**src/rtl/fbs_pkg.sv**
```systemverilog
package fbs_pkg;
  localparam int unsigned REG_AW = 3;

  typedef enum logic [REG_AW-1:0] {
    REG_BASE = 3'd0,
    REG_IEN  = 3'd1,
    REG_RAW  = 3'd2,
    REG_MIS  = 3'd3,
    REG_CLR  = 3'd4
  } fbs_reg_e;

  // bit index of the "base taken" cause
  localparam int unsigned UPD_BIT = 0;
endpackage

```
**src/rtl/fbs_reg_dec.sv**
```systemverilog
module fbs_reg_dec
  import fbs_pkg::*;
(
  input  logic              we_i,
  input  logic [REG_AW-1:0] addr_i,
  output logic              base_we_o,
  output logic              ien_we_o,
  output logic              clr_we_o
);
  always_comb begin
    base_we_o = 1'b0;
    ien_we_o  = 1'b0;
    clr_we_o  = 1'b0;
    if (we_i) begin
      unique case (addr_i)
        REG_BASE: base_we_o = 1'b1;
        REG_IEN:  ien_we_o  = 1'b1;
        REG_CLR:  clr_we_o  = 1'b1;
        default:  ;
      endcase
    end
  end
endmodule

```
**src/rtl/fbs_base_shadow.sv**
```systemverilog
module fbs_base_shadow #(
  parameter int unsigned BASE_W     = 32,
  parameter int unsigned ALIGN_BITS = 2
) (
  input  logic              clk_i,
  input  logic              rst_ni,
  input  logic              wr_i,
  input  logic [BASE_W-1:0] wdata_i,
  input  logic              frame_start_i,
  output logic [BASE_W-1:0] pend_base_o,
  output logic [BASE_W-1:0] act_base_o,
  output logic              taken_o
);
  localparam logic [BASE_W-1:0] ALIGN_MASK = BASE_W'((1 << ALIGN_BITS) - 1);

  logic [BASE_W-1:0] pend_q, act_q;
  logic              fresh_q;

  // strobe always loads the value pending before this edge
  always_ff @(posedge clk_i or negedge rst_ni) begin
    if (!rst_ni) begin
      pend_q  <= '0;
      act_q   <= '0;
      fresh_q <= 1'b0;
    end else begin
      if (wr_i)          pend_q <= wdata_i & ~ALIGN_MASK;
      if (frame_start_i) act_q  <= pend_q;
      if (wr_i)               fresh_q <= 1'b1;
      else if (frame_start_i) fresh_q <= 1'b0;
    end
  end

  assign taken_o     = frame_start_i & fresh_q;
  assign pend_base_o = pend_q;
  assign act_base_o  = act_q;
endmodule

```
**src/rtl/fbs_irq_ctrl.sv**
```systemverilog
module fbs_irq_ctrl #(
  parameter int unsigned NUM_CAUSES = 1
) (
  input  logic                  clk_i,
  input  logic                  rst_ni,
  input  logic [NUM_CAUSES-1:0] set_i,
  input  logic                  ien_we_i,
  input  logic                  clr_we_i,
  input  logic [NUM_CAUSES-1:0] wdata_i,
  output logic [NUM_CAUSES-1:0] raw_o,
  output logic [NUM_CAUSES-1:0] en_o,
  output logic [NUM_CAUSES-1:0] mis_o,
  output logic                  irq_o
);
  logic [NUM_CAUSES-1:0] raw_q, en_q;

  for (genvar i = 0; i < NUM_CAUSES; i++) begin : g_cause
    always_ff @(posedge clk_i or negedge rst_ni) begin
      if (!rst_ni) begin
        raw_q[i] <= 1'b0;
        en_q[i]  <= 1'b0;
      end else begin
        // set has priority over a same-cycle clear
        if (set_i[i])                      raw_q[i] <= 1'b1;
        else if (clr_we_i && wdata_i[i])   raw_q[i] <= 1'b0;
        if (ien_we_i) en_q[i] <= wdata_i[i];
      end
    end
    assign mis_o[i] = raw_q[i] & en_q[i];
  end

  assign raw_o = raw_q;
  assign en_o  = en_q;
  assign irq_o = |mis_o;
endmodule

```
**src/rtl/fbs_top.sv**
```systemverilog
module fbs_top
  import fbs_pkg::*;
#(
  parameter int unsigned REG_W      = 32,
  parameter int unsigned ALIGN_BITS = 2,
  parameter int unsigned NUM_CAUSES = 1
) (
  input  logic              clk_i,
  input  logic              rst_ni,
  input  logic              reg_we_i,
  input  logic [REG_AW-1:0] reg_addr_i,
  input  logic [REG_W-1:0]  reg_wdata_i,
  output logic [REG_W-1:0]  reg_rdata_o,
  input  logic              frame_start_i,
  output logic [REG_W-1:0]  active_base_o,
  output logic              irq_o
);
  logic base_we, ien_we, clr_we, upd_set;
  logic [REG_W-1:0]      pend_base;
  logic [NUM_CAUSES-1:0] set_vec, raw_q, en_q, mis;

  fbs_reg_dec u_dec (
    .we_i      (reg_we_i),
    .addr_i    (reg_addr_i),
    .base_we_o (base_we),
    .ien_we_o  (ien_we),
    .clr_we_o  (clr_we)
  );

  fbs_base_shadow #(.BASE_W(REG_W), .ALIGN_BITS(ALIGN_BITS)) u_shadow (
    .clk_i         (clk_i),
    .rst_ni        (rst_ni),
    .wr_i          (base_we),
    .wdata_i       (reg_wdata_i),
    .frame_start_i (frame_start_i),
    .pend_base_o   (pend_base),
    .act_base_o    (active_base_o),
    .taken_o       (upd_set)
  );

  always_comb begin
    set_vec          = '0;
    set_vec[UPD_BIT] = upd_set;
  end

  fbs_irq_ctrl #(.NUM_CAUSES(NUM_CAUSES)) u_irq (
    .clk_i    (clk_i),
    .rst_ni   (rst_ni),
    .set_i    (set_vec),
    .ien_we_i (ien_we),
    .clr_we_i (clr_we),
    .wdata_i  (reg_wdata_i[NUM_CAUSES-1:0]),
    .raw_o    (raw_q),
    .en_o     (en_q),
    .mis_o    (mis),
    .irq_o    (irq_o)
  );

  always_comb begin
    reg_rdata_o = '0;
    unique case (reg_addr_i)
      REG_BASE: reg_rdata_o = pend_base;
      REG_IEN:  reg_rdata_o[NUM_CAUSES-1:0] = en_q;
      REG_RAW:  reg_rdata_o[NUM_CAUSES-1:0] = raw_q;
      REG_MIS:  reg_rdata_o[NUM_CAUSES-1:0] = mis;
      default:  ;
    endcase
  end
endmodule

```
**config.mk**
```make
export PLATFORM = sky130hd
export DESIGN_NAME = fbs_top
export DESIGN_NICKNAME = d
export VERILOG_FILES = /design/src/rtl/fbs_pkg.sv /design/src/rtl/fbs_reg_dec.sv /design/src/rtl/fbs_base_shadow.sv /design/src/rtl/fbs_irq_ctrl.sv /design/src/rtl/fbs_top.sv
export SDC_FILE = /design/constraint.sdc
export NUM_CORES = 1
export LEC_CHECK = 0
export ABC_CLOCK_PERIOD_IN_PS = 2900
export CAP_MARGIN = 40
export CORE_AREA = 2 2 78 80
export DETAILED_ROUTE_END_ITERATION = 12
export DIE_AREA = 0 0 80 82
export GPL_ROUTABILITY_DRIVEN = 0
export PLACE_DENSITY = 0.95
export SYNTH_ARGS = -nofsm -noshare
export SYNTH_HDL_FRONTEND = slang
export SYNTH_SLANG_ARGS = --single-unit
```
**constraint.sdc**
```tcl
create_clock -name clk_i -period 2.9 [get_ports clk_i]
set_input_delay 0.725 -clock clk_i [delete_from_list [all_inputs] [get_ports clk_i]]
set_output_delay 0.725 -clock clk_i [all_outputs]
set_load 0.02 [all_outputs]
```
==> run_results.csv, run 1 <==
group,metric,value,unit
status,status,"completed",
worst_setup_path,reg2reg_slack,2000,ps
routing,initialDrtViolationCount,89,
routing,final_antenna_net_count,0,
sta,finalMaxSlewViolations,0,
yosys,synth_cell_types,20,
power,power.density,710,nW/um2
final_layout,design_area,3820,um2
global_route,grt_pass1_wl,9360,um
worst_setup_path,crit_type,"input port to primary output",
clocking,cts_buffers,9,
final_layout,area_growth,44.6,%
yosys,synth-main-ff-cell,"dfrtp_1",
worst_setup_path,worstSetupEndpoint,"reg_rdata_o[0]",
global_route,grtUsageTotal,0.192,
sta,rsz0062_at_grt,"false",
routing,drt-total-wl,5820,um
placed_design,place_ws,-255,ps
yosys,post_synth_instance_area,2640,um2
worst_setup_path,path_cells,"clkdlybuf4s50_1 -> nor2b_1 -> a2111oi_0 -> dlygate4sd1_1",
sta,maxSlewHeadroom,0.574,
clocking,clk_pin_slew,60,ps
floorplan,boundaryPins,104,
placed_design,port-buffer-count,99,
routing,wl_per_cell,15.7,um
routing,met2_length,2950,um
yosys,syn-instance-count,181,
yosys,synth-async-reset-ratio,1.00,
worst_setup_path,crit_cells,4,
floorplan,die_h,82,um
yosys,synth-seq-cells,63,
sta,setup_violations,0,
global_route,grt_pass1_vias,1972,
power,ir_worst_vdd,466,uV
yosys,synthTopCellsByArea,"dfrtp_1 (60%), mux2_2 (25%), and2_1 (7.3%)",
routing,firstDrtPassIters,3,
yosys,netlist_top_cells_count,"dfrtp_1 (63), mux2_2 (59), and2_1 (31)",
routing,vias,1831,
clocking,ctsLongestPathBuffers,2,
worst_setup_path,worstSetupStartpointType,"input port",
global_route,antenna_found_initial,0,
floorplan,core_area,5750,um2
floorplan,initial_utilization,0.460,
worst_setup_path,slowest_delay,500,ps
yosys,synth_edf_count,0,
worst_setup_path,critical_path_buf_inv_count,2,
yosys,synth_top_area_cell,"dfrtp_1",
global_route,grt_max_degree,37,
floorplan,placementRows,28,
worst_setup_path,path_delay_family,"buffers and inverters",
yosys,yosysMostFrequentCell,"dfrtp_1",
worst_setup_path,r2r-start,"u_irq.raw_o$_DFFE_PN0P_",
routing,vias_per_cell,4.95,
clocking,cts_tree,"built",
routing,wl_met1,2340,um
sta,setup_ws,49.4,ps
sta,worstMarginPinSlew,639,ps
worst_setup_path,required,2170,ps
clocking,htreeDepth,3,
placed_design,placed_area,3740,um2
routing,drc,0,
worst_setup_path,r2r-end,"u_irq.raw_o$_DFFE_PN0P_",
sta,fmax,351,MHz
sta,post-route-min-period,2850,ps
final_layout,drive_gt1_frac,0.369,
yosys,yosysSeqAreaShare,0.597,
floorplan,die_area,6560,um2
worst_setup_path,worstSetupStartpoint,"reg_addr_i[1]",
yosys,syn_avg_cell_area,14.6,um2
worst_hold_path,hold_path.class,"input port to async pin",
run,drv_cap,0,
yosys,synth_top_area_share,0.597,
worst_setup_path,critPathMaxFanout,4,
worst_setup_path,r2r.worst_path.cells,2,
worst_setup_path,worst_ep_arrival_time,2130,ps
power,p_leak,1.72,nW
final_layout,fin_nets,329,
sta,layout_worst_path_cycle_share,0.983,
global_route,grt-ovfl-total,0,
clocking,cts-root-buf,"clkbuf_8",
clocking,clk_latency,330,ps
clocking,clock-sinks,63,
worst_setup_path,crit_slowest_cell,"clkdlybuf4s50_1",
final_layout,antenna_cells,0,
placed_design,dp_hpwl,4170,um
yosys,ys_warn_count,0,
worst_setup_path,crit_path_end_kind,"primary output",
routing,dr_wl_met3,419,um
routing,highest_layer,"met4",
sta,clock_skew,6.21,ps
floorplan,die_w,80,um
sta,hold_violations,0,
[cell type report]
type / count / area [um2]
fillers: 443 / 1920
flip-flops and latches: 63 / 1580
multi-input cells: 105 / 991
repair buffers: 109 / 962
clock buffers: 12 / 145
well taps: 75 / 93.8
clock inverters: 4 / 45.0
inverters: 2 / 7.51
[worst min-delay path by stage]
stage / start / endpoint / cells after the start
2_1_floorplan: rst_ni / u_irq.en_o$_DFFE_PN0P_ / 0
3_3_place_gp: u_shadow.fresh_q$_DFFE_PN0P_ / u_shadow.fresh_q$_DFFE_PN0P_ / 1
3_5_place_dp: u_shadow.fresh_q$_DFFE_PN0P_ / u_shadow.fresh_q$_DFFE_PN0P_ / 1
4_1_cts: rst_ni / u_shadow.pend_base_o[26]$_DFFE_PN0P_ / 1
5_1_grt: rst_ni / u_shadow.act_base_o[16]$_DFFE_PN0P_ / 1
6_report: rst_ni / u_shadow.act_base_o[16]$_DFFE_PN0P_ / 1
[per-stage QoR]
step	instances	utilization	hold WS, ps	TNS [ps]	total power, mW
after CTS	370	0.680	428	0	2.75
after global placement	354	0.650	464	-6410	1.98
after floorplan	183	-	429	0	1.60
after detailed placement	354	0.650	485	-7090	2.02
final	370	0.665	417	0	2.71
after global routing	370	0.665	471	0	2.85
[what timing repair did]
item                       4_1_cts  5_1_grt
pin swaps                        0        1
gates resized for setup         39       47
hold buffers                     0        0
buffers inserted                 0        0
setup endpoints to repair       31       31
[routing by layer]
| layer | vias up | GRT usage |
|---|---|---|
| met4 | 0 | 0.0797 |
| met2 | 72 | 0.334 |
| met1 | 911 | 0.217 |
| li1 | 836 | - |
| met5 | - | 0 |
| met3 | 12 | 0.0637 |
[cells by family (layout without fill, tap and decap cells)]
group,count (synthesis),count (layout),share of synthesized area
buffers and inverters,15,127,0.0355
multiplexers,61,61,0.260
other,1,3,0.00142
flip-flops,63,63,0.597
AND/OR/NAND/NOR,37,37,0.0937
AO/OA/AOI/OAI,4,4,0.0128
[placed cells by master, fill, tap and decap left out]
cell / n
buf_2: 1
dlygate4sd1_1: 1
nand3_1: 1
clkbuf_8: 10
nor3_4: 1
mux2_1: 2
clkinv_2: 3
clkbuf_1: 2
dlygate4sd2_1: 2
clkdlybuf4s15_1: 5
conb_1: 3
nor4bb_1: 1
buf_6: 2
bufinv_16: 1
buf_4: 7
nor2b_1: 1
nor4b_4: 1
o21a_1: 1
a21o_1: 1
inv_1: 2
nor2_1: 1
and2_1: 31
a2111oi_0: 1
mux2_2: 59
buf_12: 1
clkbuf_2: 23
clkdlybuf4s50_1: 67
dfrtp_1: 63
a221o_1: 1
[registers in the layout, summed over array words and instances (netlist names)]
signal,flops
u_irq.raw_o,1
u_irq.en_o,1
u_shadow.fresh_q,1
u_shadow.act_base_o,30
u_shadow.pend_base_o,30
[report_power, final]
group / switching [mW] / total, mW / internal [mW]
Sequential: 0.122 / 1.21 / 1.09
Combinational: 0.339 / 0.770 / 0.430
Clock: 0.316 / 0.733 / 0.416
Total: 0.777 / 2.71 / 1.94
(Power assumes the default switching activity.)
==> inputs of run 2 (changes only) <==
--- a/config.mk
+++ b/config.mk
@@ -8,9 +8,9 @@
 export ABC_CLOCK_PERIOD_IN_PS = 2900
 export CAP_MARGIN = 40
 export CORE_AREA = 2 2 78 80
+export CTS_BUF_LIST = sky130_fd_sc_hd__clkbuf_16
 export DETAILED_ROUTE_END_ITERATION = 12
 export DIE_AREA = 0 0 80 82
-export GPL_ROUTABILITY_DRIVEN = 0
 export PLACE_DENSITY = 0.95
 export SYNTH_ARGS = -nofsm -noshare
 export SYNTH_HDL_FRONTEND = slang
==> run 2 against run 1 <==
- sequential power about the same
- sequential cell count unchanged
- largest power group unchanged
- power increased by 10%
- via count increased by 0.87%
- sequential share of layout area decreased by 2.1 points
- critical endpoint unchanged
- core utilization increased by 3.6 points
- non-clock buffer count unchanged
- hold slack improved by 25 ps
- the run now ends with negative setup slack left
- highest routed layer unchanged
==> run_results.csv, run 2 (same netlist as run 1, synthesis figures left out) <==
group,metric,value,unit
clocking,clk_latency,320,ps
worst_hold_path,hold_path.class,"input port to async pin",
sta,setup_ws,-37.4,ps
global_route,grtUsageTotal,0.196,
routing,drc,0,
routing,vias_per_cell,4.99,
worst_setup_path,crit_slowest_cell,"clkdlybuf4s50_1",
placed_design,dp_cells,354,
final_layout,antenna_cells,0,
power,combPwrFrac,0.261,
worst_setup_path,r2r.worst_path.cells,2,
floorplan,die_h,82,um
worst_setup_path,path_delay_family,"buffers and inverters",
sta,setup_violations,1,
worst_setup_path,path_cells,"clkdlybuf4s50_1 -> nor2_1 -> a2111oi_0 -> clkbuf_2",
worst_setup_path,r2r-start,"u_irq.raw_o$_DFFE_PN0P_",
routing,initialDrtViolationCount,95,
sta,hold_violations,0,
routing,vias,1847,
power,power.share.switching,0.272,
floorplan,initial_utilization,0.460,
sta,worstMarginPinSlew,656,ps
clocking,ctsLongestPathBuffers,2,
worst_setup_path,required,2170,ps
global_route,grt_max_degree,37,
sta,clock_skew,3.88,ps
placed_design,place_ws,-255,ps
sta,fmax,340,MHz
worst_setup_path,slowest_delay,600,ps
run,drv_cap,0,
routing,drt-total-wl,6050,um
floorplan,die_area,6560,um2
worst_setup_path,crit_path_end_kind,"primary output",
final_layout,most-common-layout-cells,"clkdlybuf4s50_1 (67), dfrtp_1 (63), mux2_2 (59)",
routing,final_antenna_net_count,0,
final_layout,fin_nets,329,
worst_setup_path,critical_path_buf_inv_count,2,
power,switching_power,0.815,mW
sta,finalMaxSlewViolations,0,
floorplan,die_w,80,um
power,ir_worst_vdd,412,uV
clocking,clk_pin_slew,50,ps
power,p_leak,1.99,nW
clocking,ctsHoldBuffers,0,
sta,maxSlewHeadroom,0.562,
power,p_int,2.18,mW
power,clockPowerShare,0.333,
clocking,clock-sinks,63,
status,status,"complete, but fails checks",
floorplan,boundaryPins,104,
placed_design,routabilityCongestion,0.700,
placed_design,dp_hpwl,4170,um
worst_setup_path,critPathMaxFanout,4,
clocking,cts-root-buf,"clkbuf_16",
power,p_seq_frac,0.406,
floorplan,placementRows,28,
global_route,grt_pass1_vias,2004,
clocking,cts_tree,"built",
worst_setup_path,r2r-end,"u_irq.raw_o$_DFFE_PN0P_",
final_layout,drive_gt1_frac,0.312,
worst_setup_path,worstSetupStartpointType,"input port",
clocking,htreeDepth,3,
global_route,antenna_found_initial,0,
status,violations,"negative setup slack",
routing,wl_per_cell,16.3,um
worst_setup_path,worst_ep_arrival_time,2210,ps
global_route,grt_pass1_wl,9570,um
placed_design,port-buffer-count,99,
worst_setup_path,reg2reg_slack,2010,ps
global_route,grt-ovfl-total,0,
final_layout,final_common_cell,"clkdlybuf4s50_1",
final_layout,area_growth,52.5,%
sta,layout_worst_path_cycle_share,1.01,
final_layout,final_cells,370,
worst_setup_path,crit_type,"input port to primary output",
clocking,cts_buffers,9,
clocking,cts_setup_buffers,0,
sta,post-route-min-period,2940,ps
floorplan,core_area,5750,um2
routing,firstDrtPassIters,4,
power,power.density,743,nW/um2
-- run 2: layout make-up --
cell class,count,area (um2)
Inverter,2,7.51
Timing Repair Buffer,109,1080
Sequential cell,63,1580
Fill cell,412,1720
Tap cell,75,93.8
Clock inverter,7,56.3
Clock buffer,9,225
Multi-Input combinational cell,105,991
-- run 2: how the worst max path moves through the flow --
| stage | startpoint | endpoint | slack, ps | depth (start not counted) |
|---|---|---|---|---|
| 2_1_floorplan | reg_addr_i[1] | reg_rdata_o[0] | 220 | 2 |
| 3_3_place_gp | reg_addr_i[1] | reg_rdata_o[0] | -240 | 4 |
| 3_5_place_dp | reg_addr_i[0] | reg_rdata_o[27] | -260 | 5 |
| 4_1_cts | reg_addr_i[0] | reg_rdata_o[17] | -270 | 5 |
| 5_1_grt | reg_addr_i[1] | reg_rdata_o[0] | -70 | 4 |
| 6_report | reg_addr_i[0] | reg_rdata_o[0] | -40 | 4 |
-- run 2: per-layer routing --
layer	track usage	part of all wire	vias up
met3	0.0473	0.063	9
li1	-	-	837
met2	0.353	0.52	70
met4	0.0831	0.012	0
met5	0	0	-
met1	0.222	0.40	931
-- run 2: repair_timing --
action,CTS,global route
resized for setup,21,36
endpoints found under the hold margin,0,0
pin swaps,0,1
endpoints found under the setup margin,31,31
-- run 2: power groups by stage --
| stage | Clock (mW) | Combinational [mW] | Sequential [mW] |
|---|---|---|---|
| CTS | 1.02 | 0.793 | 1.22 |
| finish | 0.996 | 0.780 | 1.22 |
| global route | 1.06 | 0.833 | 1.25 |
| floorplan | 0 | 0.263 | 1.34 |
| detailed placement | 0 | 0.795 | 1.23 |
| global placement | 0 | 0.776 | 1.21 |
-- run 2: stage by stage --
| stage | hold WS [ps] | setup TNS (ps) | util | power [mW] | instance area, um2 |
|---|---|---|---|---|---|
| 5_1_grt | 507 | -72.3 | 0.701 | 3.14 | 4030 |
| 6_report | 442 | -37.4 | 0.701 | 2.99 | 4030 |
| 3_5_place_dp | 485 | -7090 | 0.650 | 2.02 | 3740 |
| 3_3_place_gp | 464 | -6410 | 0.650 | 1.98 | 3740 |
| 2_1_floorplan | 429 | 0 | - | 1.60 | 2650 |
| 4_1_cts | 453 | -3720 | 0.696 | 3.03 | 4000 |
==> inputs of run 3 (changes only) <==
--- a/config.mk
+++ b/config.mk
@@ -7,11 +7,11 @@
 export LEC_CHECK = 0
 export ABC_CLOCK_PERIOD_IN_PS = 2900
 export CAP_MARGIN = 40
-export CORE_AREA = 2 2 78 80
+export CORE_AREA = 2 2 85 87
 export CTS_BUF_LIST = sky130_fd_sc_hd__clkbuf_16
 export DETAILED_ROUTE_END_ITERATION = 12
-export DIE_AREA = 0 0 80 82
-export PLACE_DENSITY = 0.95
+export DIE_AREA = 0 0 87 89
+export PLACE_DENSITY = 0.84
 export SYNTH_ARGS = -nofsm -noshare
 export SYNTH_HDL_FRONTEND = slang
 export SYNTH_SLANG_ARGS = --single-unit
==> run 3 against run 2 <==
- core utilization down 12 points
- via count decreased by 4.1%
- the run now ends clean
- global-route usage shrank 4.4 points
- clock skew up 0.92 ps
- sequential power hardly changed
==> run_results.csv, run 3 (same netlist as run 1, synthesis figures left out) <==
group,metric,value,unit
clocking,clk_pin_slew,40,ps
power,power.density,722,nW/um2
clocking,clk_latency,310,ps
worst_setup_path,required,2170,ps
global_route,antenna_found_initial,0,
power,ir_worst_vdd,362,uV
global_route,grt_max_degree,64,
power,p_int,2.07,mW
global_route,grtUsageTotal,0.152,
routing,final_antenna_net_count,0,
power,combPwrFrac,0.270,
placed_design,place_ws,-261,ps
global_route,grt_pass1_wl,8850,um
worst_setup_path,worstSetupStartpointType,"input port",
power,p_total,2.84,mW
clocking,cts-root-buf,"clkbuf_16",
power,power.share.switching,0.270,
final_layout,area_growth,48.8,%
clocking,clock-sinks,63,
final_layout,drive_gt1_frac,0.293,
clocking,cts_buffers,9,
floorplan,placementRows,30,
sta,setup_violations,0,
floorplan,die_area,7740,um2
sta,rsz0062_at_grt,"false",
sta,hold_violations,0,
status,status,"completed",
power,clockPowerShare,0.306,
placed_design,dp_hpwl,3690,um
sta,layout_worst_path_cycle_share,0.983,
placed_design,dp_cells,357,
global_route,grt-ovfl-total,0,
floorplan,die_h,89,um
power,p_leak,1.76,nW
sta,clock_skew,4.80,ps
clocking,ctsLongestPathBuffers,2,
routing,wl_per_cell,14.6,um
clocking,htreeDepth,3,
global_route,grt_pass1_vias,1817,
worst_hold_path,hold_path.class,"flip-flop to flip-flop",
sta,maxSlewHeadroom,0.473,
routing,drc,0,
sta,post-route-min-period,2850,ps
sta,finalMaxSlewViolations,0,
worst_setup_path,worst_ep_arrival_time,2130,ps
final_layout,antenna_cells,0,
placed_design,routabilityCongestion,0.694,
routing,drt-total-wl,5390,um
final_layout,final_cells,370,
worst_setup_path,crit_path_end_kind,"primary output",
sta,fmax,351,MHz
worst_setup_path,crit_type,"input port to primary output",
routing,vias_per_cell,4.79,
floorplan,die_w,87,um
final_layout,final_core_util,0.585,
final_layout,most-common-layout-cells,"clkdlybuf4s50_1 (67), dfrtp_1 (63), mux2_2 (59)",
sta,setup_ws,49.5,ps
routing,initialDrtViolationCount,23,
routing,vias,1771,
run,drv_cap,0,
placed_design,port-buffer-count,99,
final_layout,fin_nets,327,
sta,worstMarginPinSlew,790,ps
power,switching_power,0.767,mW
clocking,cts_tree,"built",
routing,firstDrtPassIters,3,
floorplan,boundaryPins,104,
floorplan,initial_utilization,0.393,
power,p_seq_frac,0.424,
sta,hold_slack,486,ps
clocking,cts_setup_buffers,0,
worst_setup_path,critPathMaxFanout,17,
final_layout,final_common_cell,"clkdlybuf4s50_1",
floorplan,core_area,6720,um2
-- run 3: changes by cell type in the layout (fill, tap and decap cells not counted) --
| cell | change |
|---|---|
| dlygate4sd2_1 | +14 |
| clkbuf_2 | -2 |
| clkinv_1 | +2 |
| dlymetal6s2s_1 | -14 |
| buf_4 | -2 |
| clkdlybuf4s15_1 | +2 |
| bufinv_16 | -1 |
| inv_1 | -2 |
| nor3_4 | -1 |
| nor3_2 | +1 |
| clkinv_2 | -2 |
-- run 3: metrics by stage --
step / setup TNS, ps / instance area, um2
after global placement: -6820 / 3730
after global routing: 0 / 3930
after detailed placement: -7080 / 3730
after floorplan: 0 / 2650
after CTS: -9.36 / 3930
final: 0 / 3930
-- run 3: final cells by class --
type	instances	area [um2]
Tap cell	80	100
Clock buffer	9	225
Multi-Input combinational cell	105	985
Inverter	2	7.51
Timing Repair Buffer	107	1020
Clock inverter	4	16.3
Fill cell	570	2790
Sequential cell	63	1580
-- run 3: critical path: stages --
cell	delay (ps)
clkdlybuf4s50_1	460
nor3_2	280
buf_6	200
and2_1	130
dlygate4sd2_1	330
-- run 3: per-layer routing --
metal | track usage | routed length, um | up-vias | share of wire
li1 | - | - | 829 | -
met1 | 0.182 | 2230 | 873 | 0.41
met2 | 0.246 | 2720 | 61 | 0.50
met3 | 0.0536 | 348 | 8 | 0.065
met4 | 0.0682 | 94 | 0 | 0.017
met5 | 0 | 0 | - | 0
-- run 3: timing repair --
item                       in CTS  in global routing
setup endpoints to repair      31                 23
resized for setup              32                 22
hold buffers                    0                  0
pin swaps                       0                  1
-- run 3: final timing paths --
check	startpoint	end	slack (ps)	cells past startpoint
worst min-delay path	u_shadow.fresh_q$_DFFE_PN0P_	u_shadow.fresh_q$_DFFE_PN0P_	490	1
worst max register to register	u_irq.raw_o$_DFFE_PN0P_	u_irq.raw_o$_DFFE_PN0P_	2020	2
worst min register to register	u_shadow.fresh_q$_DFFE_PN0P_	u_shadow.fresh_q$_DFFE_PN0P_	490	1
max in group asynchronous	rst_ni	u_shadow.act_base_o[29]$_DFFE_PN0P_	1790	2
worst max-delay path	reg_addr_i[2]	reg_rdata_o[25]	50	5
min in group asynchronous	rst_ni	u_shadow.act_base_o[24]$_DFFE_PN0P_	580	2
-- run 3: power groups by stage --
stage | Sequential, mW | Combinational, mW | Clock (mW)
CTS | 1.21 | 0.777 | 0.899
global route | 1.24 | 0.813 | 0.954
finish | 1.21 | 0.765 | 0.869
global placement | 1.21 | 0.775 | 0
detailed placement | 1.22 | 0.789 | 0
floorplan | 1.34 | 0.263 | 0
